## src/rtl/sfs_pkg.sv

```systemverilog
package sfs_pkg;

   localparam int ADDR_W = 3;
   localparam int NFLAG  = 8;

   typedef enum logic [ADDR_W-1:0] {
      A_RXDATA = 3'd0,
      A_TXDATA = 3'd1,
      A_INTEN  = 3'd2,
      A_STATUS = 3'd3,
      A_TEST   = 3'd4,
      A_CTRL   = 3'd5
   } sfs_addr_e;

   // status / enable bit positions
   localparam int F_TX_EMPTY = 0;
   localparam int F_TX_HALF  = 1;
   localparam int F_TX_FULL  = 2;
   localparam int F_RX_READY = 3;
   localparam int F_RX_HALF  = 4;
   localparam int F_RX_FULL  = 5;
   localparam int F_RX_OVF   = 6;
   localparam int F_DONE     = 7;

endpackage

```

## src/rtl/sfs_fifo.sv

```systemverilog
module sfs_fifo #(
   parameter int DATA_W = 32,
   parameter int DEPTH  = 16
) (
   input  logic                          clk,
   input  logic                          rst_n,
   input  logic                          flush,
   input  logic                          push,
   input  logic [DATA_W-1:0]             push_data,
   input  logic                          pop,
   output logic [DATA_W-1:0]             head,
   output logic [$clog2(DEPTH+1)-1:0]    count
);
   localparam int AW = $clog2(DEPTH);
   localparam int CW = $clog2(DEPTH+1);

   if (DEPTH < 2 || (DEPTH & (DEPTH - 1)) != 0) begin : g_bad_depth
      $error("sfs_fifo: DEPTH must be a power of two of at least 2");
   end

   logic [DATA_W-1:0] mem [DEPTH];
   logic [AW-1:0]     wr_ptr, rd_ptr;
   logic              push_ok, pop_ok;

   assign push_ok = push && (count != CW'(DEPTH));
   assign pop_ok  = pop  && (count != '0);
   assign head    = (count == '0) ? '0 : mem[rd_ptr];

   always_ff @(posedge clk) begin
      if (push_ok && !flush) mem[wr_ptr] <= push_data;
   end

   always_ff @(posedge clk or negedge rst_n) begin
      if (!rst_n) begin
         wr_ptr <= '0;
         rd_ptr <= '0;
         count  <= '0;
      end else if (flush) begin
         wr_ptr <= '0;
         rd_ptr <= '0;
         count  <= '0;
      end else begin
         if (push_ok) wr_ptr <= wr_ptr + 1'b1;
         if (pop_ok)  rd_ptr <= rd_ptr + 1'b1;
         case ({push_ok, pop_ok})
            2'b10:   count <= count + 1'b1;
            2'b01:   count <= count - 1'b1;
            default: count <= count;
         endcase
      end
   end

endmodule

```

## src/rtl/sfs_flags.sv

```systemverilog
module sfs_flags
   import sfs_pkg::*;
#(
   parameter int DEPTH     = 16,
   parameter int HALF_MARK = 8
) (
   input  logic                          clk,
   input  logic                          rst_n,
   input  logic                          flush,
   input  logic [$clog2(DEPTH+1)-1:0]    tx_cnt,
   input  logic [$clog2(DEPTH+1)-1:0]    rx_cnt,
   input  logic                          rx_drop,
   input  logic                          done_evt,
   input  logic [NFLAG-1:0]              clr_mask,
   output logic [NFLAG-1:0]              status
);
   localparam int CW = $clog2(DEPTH+1);

   if (HALF_MARK < 1 || HALF_MARK > DEPTH) begin : g_bad_half
      $error("sfs_flags: HALF_MARK out of range");
   end

   logic ovf_q, done_q;

   always_ff @(posedge clk or negedge rst_n) begin
      if (!rst_n) begin
         ovf_q  <= 1'b0;
         done_q <= 1'b0;
      end else if (flush) begin
         ovf_q  <= 1'b0;
         done_q <= 1'b0;
      end else begin
         if (rx_drop)                 ovf_q <= 1'b1;
         else if (clr_mask[F_RX_OVF]) ovf_q <= 1'b0;
         if (done_evt)                done_q <= 1'b1;
         else if (clr_mask[F_DONE])   done_q <= 1'b0;
      end
   end

   always_comb begin
      status             = '0;
      status[F_TX_EMPTY] = (tx_cnt == '0);
      status[F_TX_HALF]  = (tx_cnt >= CW'(HALF_MARK));
      status[F_TX_FULL]  = (tx_cnt == CW'(DEPTH));
      status[F_RX_READY] = (rx_cnt != '0);
      status[F_RX_HALF]  = (rx_cnt >= CW'(HALF_MARK));
      status[F_RX_FULL]  = (rx_cnt == CW'(DEPTH));
      status[F_RX_OVF]   = ovf_q;
      status[F_DONE]     = done_q;
   end

endmodule

```

## src/rtl/spi_fifo_status.sv

```systemverilog
module spi_fifo_status
   import sfs_pkg::*;
#(
   parameter int DATA_W    = 32,
   parameter int DEPTH     = 16,
   parameter int HALF_MARK = DEPTH / 2,
   parameter bit REG_IRQ   = 1'b0
) (
   input  logic              clk,
   input  logic              rst_n,
   input  logic              bus_wr,
   input  logic              bus_rd,
   input  logic [2:0]        bus_addr,
   input  logic [DATA_W-1:0] bus_wdata,
   output logic [DATA_W-1:0] bus_rdata,
   input  logic              eng_tx_pop,
   output logic [DATA_W-1:0] eng_tx_data,
   input  logic              eng_rx_push,
   input  logic [DATA_W-1:0] eng_rx_data,
   input  logic              eng_done,
   output logic              irq
);
   localparam int CW = $clog2(DEPTH+1);

   if (DATA_W < 2*CW || DATA_W < NFLAG) begin : g_bad_width
      $error("spi_fifo_status: DATA_W too small for status or test fields");
   end

   logic [CW-1:0]    tx_cnt, rx_cnt;
   logic [DATA_W-1:0] rx_head;
   logic [NFLAG-1:0] status, int_en, clr_mask, pend;
   logic             tx_push, rx_pop, flush_req, rx_drop;

   assign tx_push   = bus_wr && (bus_addr == A_TXDATA);
   assign rx_pop    = bus_rd && (bus_addr == A_RXDATA);
   assign flush_req = bus_wr && (bus_addr == A_CTRL) && bus_wdata[0];
   assign clr_mask  = (bus_wr && (bus_addr == A_STATUS)) ? bus_wdata[NFLAG-1:0] : '0;
   assign rx_drop   = eng_rx_push && (rx_cnt == CW'(DEPTH)) && !flush_req;

   sfs_fifo #(.DATA_W(DATA_W), .DEPTH(DEPTH)) u_txq (
      .clk(clk), .rst_n(rst_n), .flush(flush_req),
      .push(tx_push), .push_data(bus_wdata), .pop(eng_tx_pop),
      .head(eng_tx_data), .count(tx_cnt)
   );

   sfs_fifo #(.DATA_W(DATA_W), .DEPTH(DEPTH)) u_rxq (
      .clk(clk), .rst_n(rst_n), .flush(flush_req),
      .push(eng_rx_push), .push_data(eng_rx_data), .pop(rx_pop),
      .head(rx_head), .count(rx_cnt)
   );

   sfs_flags #(.DEPTH(DEPTH), .HALF_MARK(HALF_MARK)) u_flags (
      .clk(clk), .rst_n(rst_n), .flush(flush_req),
      .tx_cnt(tx_cnt), .rx_cnt(rx_cnt), .rx_drop(rx_drop),
      .done_evt(eng_done), .clr_mask(clr_mask), .status(status)
   );

   always_ff @(posedge clk or negedge rst_n) begin
      if (!rst_n)                                  int_en <= '0;
      else if (bus_wr && (bus_addr == A_INTEN))    int_en <= bus_wdata[NFLAG-1:0];
   end

   for (genvar i = 0; i < NFLAG; i++) begin : g_pend
      assign pend[i] = status[i] & int_en[i];
   end

   if (REG_IRQ) begin : g_irq_reg
      always_ff @(posedge clk or negedge rst_n) begin
         if (!rst_n) irq <= 1'b0;
         else        irq <= |pend;
      end
   end else begin : g_irq_comb
      assign irq = |pend;
   end

   always_comb begin
      bus_rdata = '0;
      case (bus_addr)
         A_RXDATA: bus_rdata = rx_head;
         A_INTEN:  bus_rdata[NFLAG-1:0] = int_en;
         A_STATUS: bus_rdata[NFLAG-1:0] = status;
         A_TEST: begin
            bus_rdata[CW-1:0]    = tx_cnt;
            bus_rdata[2*CW-1:CW] = rx_cnt;
         end
         default:  bus_rdata = '0;
      endcase
   end

endmodule

```

## config.mk

```make
export PLATFORM = sky130hd
export DESIGN_NAME = spi_fifo_status
export DESIGN_NICKNAME = d
export VERILOG_FILES = /design/src/rtl/sfs_pkg.sv /design/src/rtl/sfs_fifo.sv /design/src/rtl/sfs_flags.sv /design/src/rtl/spi_fifo_status.sv
export SDC_FILE = /design/constraint.sdc
export NUM_CORES = 1
export LEC_CHECK = 0
export CORE_MARGIN = 10
export CORE_UTILIZATION = 35
export CTS_BUF_LIST = sky130_fd_sc_hd__clkbuf_8
export DETAILED_ROUTE_END_ITERATION = 12
export PLACE_DENSITY_LB_ADDON = 0.1
export SYNTH_ARGS = -nofsm -noshare
export SYNTH_HDL_FRONTEND = slang
export SYNTH_SLANG_ARGS = --single-unit
```

## constraint.sdc

```tcl
create_clock -name clk -period 7 [get_ports clk]
set_clock_uncertainty 0.2 [all_clocks]
set_input_delay 1.4 -clock clk [delete_from_list [all_inputs] [get_ports clk]]
set_output_delay 1.4 -clock clk [all_outputs]
set_load 0.03 [all_outputs]
```

==> run summary <==
final std cells w/o fill -> 3767
# IOs -> 139
initial antenna violation count -> 12
DRT Pass-1 Iters -> 5
maximum number of pins on one net before global-route repair -> 66
Worst EP required -> 5400 ps
post-DP HPWL -> 58500 um
Distinct cells, synth -> 55
Max VDD drop -> 187 uV
largest area contributor in the netlist -> edfxtp_1
placed cells -> 3430
Crit path top cell by count -> clkdlybuf4s50_1
worst-case clock buffer depth -> 3
cts bufs inserted -> 179
H-tree levels -> 4
CTS tree -> built
post-synthesis sequential area ratio -> 0.767
Tot Pwr -> 17.7 mW
Worst Reg2Reg Path Length in Cells -> 9
relative slew slack -> 0.236
startpoint types -> input pin
layout cell share with drive strength beyond 1 -> 0.290
status -> completed
post-synthesis cell count -> 1802
Port Buffers -> 138
flip-flop and latch count after synthesis -> 1060
Congestion Overflow GR -> 0
Final GP Congestion -> 0.768
core region area -> 117000 um^2
vias in the first global route -> 21300
first-pass GRT wire length -> 154000 um
Die H -> 363 um
HP Start -> int_en[6]
worst-path maximum fanout -> 19
most area-consuming cells after synthesis -> edfxtp_1 75%, mux4_2 17%, dfrtp_1 2.2%
Leakage -> 15.1 nW
EDFF count, synth -> 1024
max-cap violation count -> 0
Period Utilization, post-route -> 0.876
clock transition at the registers of the reported paths -> 60 ps
cells along the critical path -> clkdlybuf4s50_1 -> nor3_1 -> o21a_2 -> a32o_1 -> clkdlybuf4s50_1
gr usage total -> 0.162
Synth top area share -> 0.746
via total after detailed routing -> 19600
WP data arrival -> 4530 ps
Post-CTS Resized -> 0
Root Buffer -> clkbuf_8
worst skew pair latency -> 850 ps
Net Count, Synth -> 1888
Die Width -> 363 um
RSZ-0062 raised after global routing -> no
# hold bufs at CTS -> 0
Async SR Flop Fraction -> 0.0340
slew at the pin closest to its max-slew limit -> 1130 ps
Vias/cell -> 5.21
Final #Nets -> 2173
hold path depth -> 1
hold endpoint -> int_en[6]
Starting Density -> 0.354
Slew Limit Fails -> 0
postcts setup bufs -> 0
row count -> 125
DRC errors left -> 0
wirelength, routed -> 107000 um
endpoint type of the worst setup path -> primary output
post-DR wirelength/cell -> 28.3 um
placed cell area -> 44800 um^2
origin of the worst setup path -> bus_addr[2]
Syn Area/Cell -> 22.9 um^2
fin crit period -> 6130 ps
peak per-stage delay on the critical path -> 760 ps
final setup vio count -> 0
worst min path class -> reg2reg
Reg-to-Reg Start -> u_rxq.count[1]
synth warn -> 0
FF-to-FF setup slack -> 3380 ps
reg2reg end -> u_rxq.count[4]
CP max stage cell -> clkdlybuf4s50_1
Peak Freq -> 163 MHz
Top FF cell, synth -> edfxtp_1
Antenna Nets Post-Route -> 0
# clock sinks -> 1060
Pwr Density -> 369 nW/um^2
Crit Path Category -> in2out
final hold vios -> 0
Finished Cell Area -> 48000 um^2
Die ar. -> 132000 um^2
Post-Synthesis Cell Area -> 41200 um^2
DR iter-0 viols -> 1565
final setup TNS -> 0 ps
Layout Area Growth over Synthesis -> 16.3%
==> cells by family after synthesis <==
kind of cell | share of synthesized area
flip-flops | 0.767
multiplexers | 0.173
AND/OR/NAND/NOR | 0.0293
buffers and inverters | 0.0122
AO/OA/AOI/OAI | 0.0112
XOR/XNOR | 0.00340
adder cells (fa/ha/maj) | 0.00364
==> how the worst max path moves through the flow <==
stage               cells after the start              end  slack, ps
floorplan                               4  u_rxq.mem[3][0]       1030
global placement                        5     bus_rdata[8]       1000
detailed placement                      5     bus_rdata[8]        900
CTS                                     5  eng_tx_data[20]        870
global route                            5     bus_rdata[8]        760
finish                                  5     bus_rdata[8]        870
==> per-layer routing <==
layer,global-route usage,wire length [um],share of wire,up-vias
met1,0.213,45900,0.43,10600
met2,0.265,52200,0.49,562
li1,-,-,-,8262
met5,0,92,0.00086,-
met3,0.0408,6470,0.061,180
met4,0.0478,2040,0.019,16
==> worst max-delay path: cells and delay by family <==
kind	cells	cell delay, ps
AO/OA/AOI/OAI	2	1200
AND/OR/NAND/NOR	1	490
buffers and inverters	2	1440
==> through the flow <==
stage           util  hold WS (ps)  setup slack [ps]
6_report       0.412           359               867
5_1_grt        0.412           377               759
4_1_cts        0.412           363               867
3_5_place_dp   0.384           347               897
3_3_place_gp   0.384           354               998
2_1_floorplan      -           298              1030
==> area by class of cell <==
cell class | instances | area (um^2)
Antenna cell | 2 | 5.00
Clock buffer | 185 | 2550
Clock inverter | 150 | 666
Fill cell | 10200 | 68500
Inverter | 9 | 33.8
Multi-Input combinational cell | 631 | 9210
Sequential cell | 1060 | 31700
Tap cell | 1524 | 1910
Timing Repair Buffer | 206 | 1940
==> Yosys cell counts (2+ instances only) <==
library cell and number:
dfrtp_1 36, nand3_1 24, buf_1 12, nor3_1 16, a211oi_1 2, inv_1 9
or4_1 2, nand2_1 27, o221ai_1 5, nor4b_1 2, mux2_2 9, and3_1 7
a31oi_1 3, or3_1 3, mux4_2 310, o21ai_0 11, and4_1 6, nor4_1 6
xor2_1 9, nor2_1 32, a22oi_1 16, xnor2_1 7, mux2i_1 4, o21a_1 2
a221o_1 2, clkbuf_1 52, nor2b_1 9, ha_1 12, a21o_1 2, buf_4 13
buf_2 24, and2_1 66, edfxtp_1 1024, nand4_1 7, a21boi_1 2, a21oi_1 10
==> power breakdown <==
part | leakage [nW] | switching [mW] | internal [mW] | total [mW]
Sequential | 9.66 | 0.520 | 7.35 | 7.87
Clock | 1.91 | 2.51 | 2.46 | 4.97
Combinational | 3.54 | 2.46 | 2.40 | 4.87
Total | 15.1 | 5.49 | 12.2 | 17.7
==> registers in the layout, summed over array words and instances, names as in the netlist <==
name	flops
u_flags.ovf_q	1
int_en	8
u_txq.rd_ptr	4
u_rxq.count	5
u_txq.wr_ptr	4
u_rxq.rd_ptr	4
u_rxq.mem	512
u_txq.mem	512
u_flags.done_q	1
u_rxq.wr_ptr	4
u_txq.count	5
==> cell usage in the layout, fill, tap and decap left out, drive strengths merged, types with 17 or more instances in the layout <==
master and instances:
clkdlybuf4s50 137, nand2 27, mux4 310, dfrtp 36, nand3 24, clkbuf 185
edfxtp 1024, inv 92, nor2 32, nor3 17, buf 69, and2 67
clkinv 63
(Power assumes the default switching activity.)
